===== src/rtl/pp_pkg.sv =====
package pp_pkg;
  typedef enum logic {ACC_RD = 1'b0, ACC_WR = 1'b1} acc_kind_e;
  localparam int unsigned DEF_N_PROC  = 4;
  localparam int unsigned DEF_ENTRIES = 16;
  localparam int unsigned DEF_W_BITS  = 4;
  localparam int unsigned DEF_HIST    = 2;
endpackage


===== src/rtl/pp_feat_enc.sv =====
module pp_feat_enc import pp_pkg::*; #(
  parameter int unsigned N_PROC = DEF_N_PROC,
  parameter int unsigned ID_W   = $clog2(N_PROC),
  parameter int unsigned F      = N_PROC + 2
) (
  input  logic [ID_W-1:0] id_i,
  input  acc_kind_e       kind_i,
  output logic [F-1:0]    vec_o
);
  for (genvar p = 0; p < N_PROC; p++) begin : g_id
    assign vec_o[p] = (id_i == ID_W'(p));
  end
  assign vec_o[N_PROC]   = (kind_i == ACC_RD);
  assign vec_o[N_PROC+1] = (kind_i == ACC_WR);
endmodule


===== src/rtl/pp_train.sv =====
module pp_train import pp_pkg::*; #(
  parameter int unsigned NW     = 12,
  parameter int unsigned W_BITS = DEF_W_BITS
) (
  input  logic [NW*W_BITS-1:0] w_i,
  input  logic [NW-1:0]        hist_i,
  input  logic                 en_i,   // mispredicted
  input  logic                 up_i,   // truth positive
  output logic [NW*W_BITS-1:0] w_o
);
  localparam logic [W_BITS:0] STEP_UP = (W_BITS+1)'(1);
  localparam logic [W_BITS:0] STEP_DN = '1;

  for (genvar k = 0; k < NW; k++) begin : g_w
    logic [W_BITS-1:0] cur;
    logic [W_BITS:0]   ext, sum;
    logic              ovf;
    logic [W_BITS-1:0] clamp;
    assign cur   = w_i[k*W_BITS +: W_BITS];
    assign ext   = {cur[W_BITS-1], cur};
    assign sum   = ext + (up_i ? STEP_UP : STEP_DN);
    assign ovf   = sum[W_BITS] ^ sum[W_BITS-1];
    assign clamp = sum[W_BITS] ? {1'b1, {(W_BITS-1){1'b0}}} : {1'b0, {(W_BITS-1){1'b1}}};
    assign w_o[k*W_BITS +: W_BITS] = (en_i && hist_i[k]) ? (ovf ? clamp : sum[W_BITS-1:0]) : cur;
  end
endmodule


===== src/rtl/pp_dot.sv =====
module pp_dot import pp_pkg::*; #(
  parameter int unsigned NW     = 12,
  parameter int unsigned W_BITS = DEF_W_BITS,
  parameter int unsigned SUM_W  = W_BITS + $clog2(NW) + 1
) (
  input  logic [NW*W_BITS-1:0] w_i,
  input  logic [NW-1:0]        hist_i,
  output logic                 push_o
);
  logic [SUM_W-1:0] acc;
  always_comb begin
    acc = '0;
    for (int k = 0; k < NW; k++) begin
      if (hist_i[k])
        acc = acc + {{(SUM_W-W_BITS){w_i[k*W_BITS+W_BITS-1]}}, w_i[k*W_BITS +: W_BITS]};
    end
  end
  assign push_o = !acc[SUM_W-1] && (acc != '0);
endmodule


===== src/rtl/push_pred_top.sv =====
module push_pred_top import pp_pkg::*; #(
  parameter int unsigned N_PROC  = DEF_N_PROC,
  parameter int unsigned ENTRIES = DEF_ENTRIES,
  parameter int unsigned W_BITS  = DEF_W_BITS,
  parameter int unsigned HIST    = DEF_HIST,
  parameter int unsigned IDX_W   = $clog2(ENTRIES),
  parameter int unsigned ID_W    = $clog2(N_PROC)
) (
  input  logic             clk_i,
  input  logic             rst_ni,
  input  logic             acc_valid_i,
  input  logic             coh_blk_i,
  input  logic [IDX_W-1:0] line_idx_i,
  input  logic [ID_W-1:0]  req_id_i,
  input  logic             is_write_i,
  input  logic             truth_i,
  output logic             push_o,
  output logic             push_valid_o
);
  localparam int unsigned F    = N_PROC + 2;
  localparam int unsigned NW   = HIST * F;
  localparam int unsigned WV_W = NW * W_BITS;

  logic [WV_W-1:0]    w_q [ENTRIES];
  logic [NW-1:0]      h_q [ENTRIES];
  logic [ENTRIES-1:0] p_q;

  logic [WV_W-1:0] sel_w, trained_w;
  logic [NW-1:0]   sel_h, hist_nxt;
  logic            sel_p, decide;
  logic [F-1:0]    vec;
  logic            hit, hit_wr;

  assign hit    = acc_valid_i && coh_blk_i;
  assign hit_wr = hit && is_write_i;
  assign sel_w  = w_q[line_idx_i];
  assign sel_h  = h_q[line_idx_i];
  assign sel_p  = p_q[line_idx_i];

  pp_feat_enc #(.N_PROC(N_PROC), .ID_W(ID_W), .F(F)) u_enc (
    .id_i  (req_id_i),
    .kind_i(acc_kind_e'(is_write_i)),
    .vec_o (vec)
  );

  pp_train #(.NW(NW), .W_BITS(W_BITS)) u_train (
    .w_i   (sel_w),
    .hist_i(sel_h),
    .en_i  (sel_p != truth_i),
    .up_i  (truth_i),
    .w_o   (trained_w)
  );

  // decision uses the pre-shift history
  pp_dot #(.NW(NW), .W_BITS(W_BITS)) u_dot (
    .w_i   (trained_w),
    .hist_i(sel_h),
    .push_o(decide)
  );

  if (HIST > 1) begin : g_shift
    assign hist_nxt = {sel_h[NW-F-1:0], vec};
  end else begin : g_single
    assign hist_nxt = vec;
  end

  always_ff @(posedge clk_i or negedge rst_ni) begin
    if (!rst_ni) begin
      for (int e = 0; e < ENTRIES; e++) begin
        w_q[e] <= '0;
        h_q[e] <= '0;
      end
      p_q          <= '0;
      push_o       <= 1'b0;
      push_valid_o <= 1'b0;
    end else begin
      push_valid_o <= hit_wr;
      push_o       <= hit_wr && decide;
      if (hit) begin
        h_q[line_idx_i] <= hist_nxt;
        if (is_write_i) begin
          w_q[line_idx_i] <= trained_w;
          p_q[line_idx_i] <= decide;
        end
      end
    end
  end
endmodule


===== config.mk =====
export PLATFORM = sky130hd
export DESIGN_NAME = push_pred_top
export DESIGN_NICKNAME = d
export VERILOG_FILES = /design/src/rtl/pp_pkg.sv /design/src/rtl/pp_feat_enc.sv /design/src/rtl/pp_train.sv /design/src/rtl/pp_dot.sv /design/src/rtl/push_pred_top.sv
export SDC_FILE = /design/constraint.sdc
export NUM_CORES = 2
export LEC_CHECK = 0
export BUFFER_PORTS_ARGS = -buffer_cell sky130_fd_sc_hd__buf_2
export CORE_ASPECT_RATIO = 0.6
export CORE_MARGIN = 2
export CORE_UTILIZATION = 55
export DETAILED_ROUTE_END_ITERATION = 10
export HOLD_SLACK_MARGIN = 0.03
export PLACE_DENSITY = 0.7
export REMOVE_ABC_BUFFERS = 1
export SETUP_SLACK_MARGIN = 0.1
export SLEW_MARGIN = 20
export SYNTH_ARGS = -nofsm -noshare
export SYNTH_HDL_FRONTEND = slang
export SYNTH_SLANG_ARGS = --single-unit
export TNS_END_PERCENT = 100

===== constraint.sdc =====
create_clock -name clk_i -period 17.6 [get_ports clk_i]
set_input_delay 0 -clock clk_i [delete_from_list [all_inputs] [get_ports clk_i]]
set_output_delay 0 -clock clk_i [all_outputs]
set_load 0.01 [all_outputs]

==> flow_summary.ini <==
[route]
drc = 0
wire_per_inst_um = 23.7
dr.first_iter.drc_count = 3780
postRouteAntennaNets = 0
wirelength_um = 139000
drt_first_pass_iters = 5
vias = 36200
vias_per_cell = 6.19

[cells_and_area]
layout.nets = 4731
layout-drive-gt1-share_pct = 16.3
post-route-util_pct = 60.5
fin_area_um2 = 54600
area_growth_pct = 8.49
final_cell_mix = 978 x nand2_1, 978 x dfrtp_1, 886 x o21ai_0

[global_route]
overflow = 0
grt_pass1_wl_um = 216000
grt_max_degree = 178
antenna_found_initial = 1
grtUsageTotal_pct = 30.1
grt_pass1_vias = 35300

[floorplanning]
rows = 85
die_w_um = 394
die_area_um2 = 94000
initial_core_util_pct = 55.8
die_y_um = 238
pin_count = 14
design.core.area_um2 = 90200

[sta]
hold_viol = 0
rsz0062_at_grt = no
period_minus_slack_ps = 16590
worst_pin_slew_ps = 1130
drv_slew = 0
setup_tns_ps = 0
fmax_mhz = 60.3
finalSetupViolCount = 0
fin_crit_sh_pct = 94.2
clock_skew_ps = 35.2
max-slew-margin-rel_pct = 24.8

[setup_path]
crit_type = reg -> reg
cp-end-kind = flip-flop
required_ps = 18170
crit_start = w_q[289]
critPathMostFrequentCell = ha_1
slowest_stage = mux4_2
crit_arrival_ps = 17150
startpoint_type = flip-flop
slowest_delay_ps = 570
reg2reg_from = w_q[289]
worstPathMaxFanout = 17
reg2reg_slack_ps = 1010

[synthesis]
ys_ff_latch = 978
synth.distinct_cells = 87
ys_seq_area_share_pct = 48.7
synth_async_sr_flop_share_pct = 100
synthFlopType = dfrtp_1
syn-cell-area_um2 = 50300
ys_warn_count = 0
synth_edf_count = 0
syn_inst = 4700
syn_avg_cell_area_um2 = 10.7

[clocking]
clkTransAtPathRegs_ps = 80
clockBufferDepth = 3
cts_tree = yes
root_buffer = clkbuf_16
cts_buffers = 88
cts_htree_levels = 3
worstSkewPairLatency_ps = 690
cts.sinks = 978

[pwr]
combPwrFrac_pct = 23.2
p_leak_uw = 0.0253
max-vdd-ir-drop_mv = 0.0783
p_total_uw = 5920
clockPowerShare_pct = 35.0
intPower_uw = 4110
switching_power_uw = 1810
switching_share_pct = 30.5
p_per_area_nw_per_um2 = 108
seqPwrFrac_pct = 41.9

[placed_design]
dpl-instance-area_um2 = 51200
port_buffers = 13
place.gp.congestion = 0.970
dp_hpwl_um = 86700

[outcome]
outcome = finished, final reports clean

[hold_path]
hp-class = in -> reg
min-delay-start = is_write_i

[run]
max_cap_violations = 0
## Yosys cell counts (18+ instances only)
cell | count | area (µm²)
dfrtp_1 | 978 | 24500
ha_1 | 137 | 1710
a21oi_1 | 106 | 531
nor2b_1 | 19 | 119
nand2_1 | 992 | 3720
nor2_1 | 112 | 420
o21ai_0 | 888 | 4440
a21o_1 | 37 | 278
nand3_1 | 36 | 180
mux4_1 | 26 | 683
nor3_1 | 21 | 105
nand2b_1 | 20 | 125
or2_2 | 23 | 144
a22oi_1 | 27 | 203
mux4_2 | 250 | 5630
buf_2 | 37 | 185
o21a_1 | 34 | 255
xnor2_1 | 44 | 385
inv_1 | 129 | 484
mux2i_1 | 75 | 751
buf_1 | 18 | 67.6
fa_1 | 25 | 500
clkbuf_1 | 262 | 983
mux2_2 | 146 | 1640
buf_6 | 25 | 282
## logic make-up after synthesis
logic type      count (synthesis)  share of synthesized area [%]
compound gates               1232                           13.6
xor+xnor                       65                           1.24
fa+ha+maj                     164                           4.44
buf+inv                       492                           4.41
flops                         978                           48.7
mux                           501                           17.4
simple gates                 1268                           10.2
## registers in the layout, summed over array words and instances (netlist names)
register	cells
p_q	16
push_o	1
push_valid_o	1
h_q	192
w_q	768
## critical path: cells and delay by family (launching register included)
| family | cells | cell delay [ps] |
|---|---|---|
| adders and majority gates | 14 | 4910 |
| muxes | 7 | 2330 |
| xor gates and xnor gates | 5 | 1110 |
| and+or+nand+nor | 13 | 1520 |
| AOI/OAI and AO/OA | 34 | 5660 |
| DFF | 1 | 370 |
| buffers and inverters | 6 | 510 |
## per-layer routing
layer,up-vias,global-route usage (%),wire length [µm]
li1,16300,-,-
met1,18300,45.7,63700
met2,1403,42.1,58300
met3,202,9.87,14200
met4,2,6.41,2590
met5,-,0,13
## power groups by stage
stage,clock network [µW],registers (µW),logic (µW)
2_1_floorplan,0,2490,880
3_3_place_gp,0,2510,1280
3_5_place_dp,0,2510,1300
4_1_cts,2090,2470,1320
5_1_grt,2190,2490,1510
6_report,2070,2480,1370
## worst paths after layout
| path | end | cells past startpoint |
|---|---|---|
| min in group asynchronous | w_q[706] | 3 |
| max reg2reg | p_q[11] | 79 |
| max | p_q[11] | 79 |
| min reg2reg | w_q[251] | 2 |
| max in group asynchronous | w_q[328] | 7 |
| min | h_q[101] | 3 |
## metrics by stage
stage | setup WS [ps] | hold WS [ps] | instances
floorplan | 1900 | -296 | 4340
global placement | 594 | 157 | 5672
detailed placement | 434 | 152 | 5672
CTS | 418 | 124 | 5846
global route | 91.8 | 163 | 5849
finish | 1010 | 181 | 5850
## repair_timing
action	CTS	global route
setup buffers	0	3
hold endpoints to repair	187	0
endpoints found under the setup margin	0	17
resized for setup	0	13
hold buffers	10	0
## final cells by class
| cell class | count | area (µm²) |
|---|---|---|
| clock inverters | 35 | 450 |
| inverters | 132 | 495 |
| flip-flops and latches | 978 | 24500 |
| multi-input cells | 3230 | 23900 |
| diodes | 1 | 2.50 |
| well taps | 1218 | 1520 |
| repair buffers | 127 | 1090 |
| clock buffers | 129 | 2660 |
| fillers | 7324 | 35600 |
No activity file was read; power rests on OpenSTA's default activity.
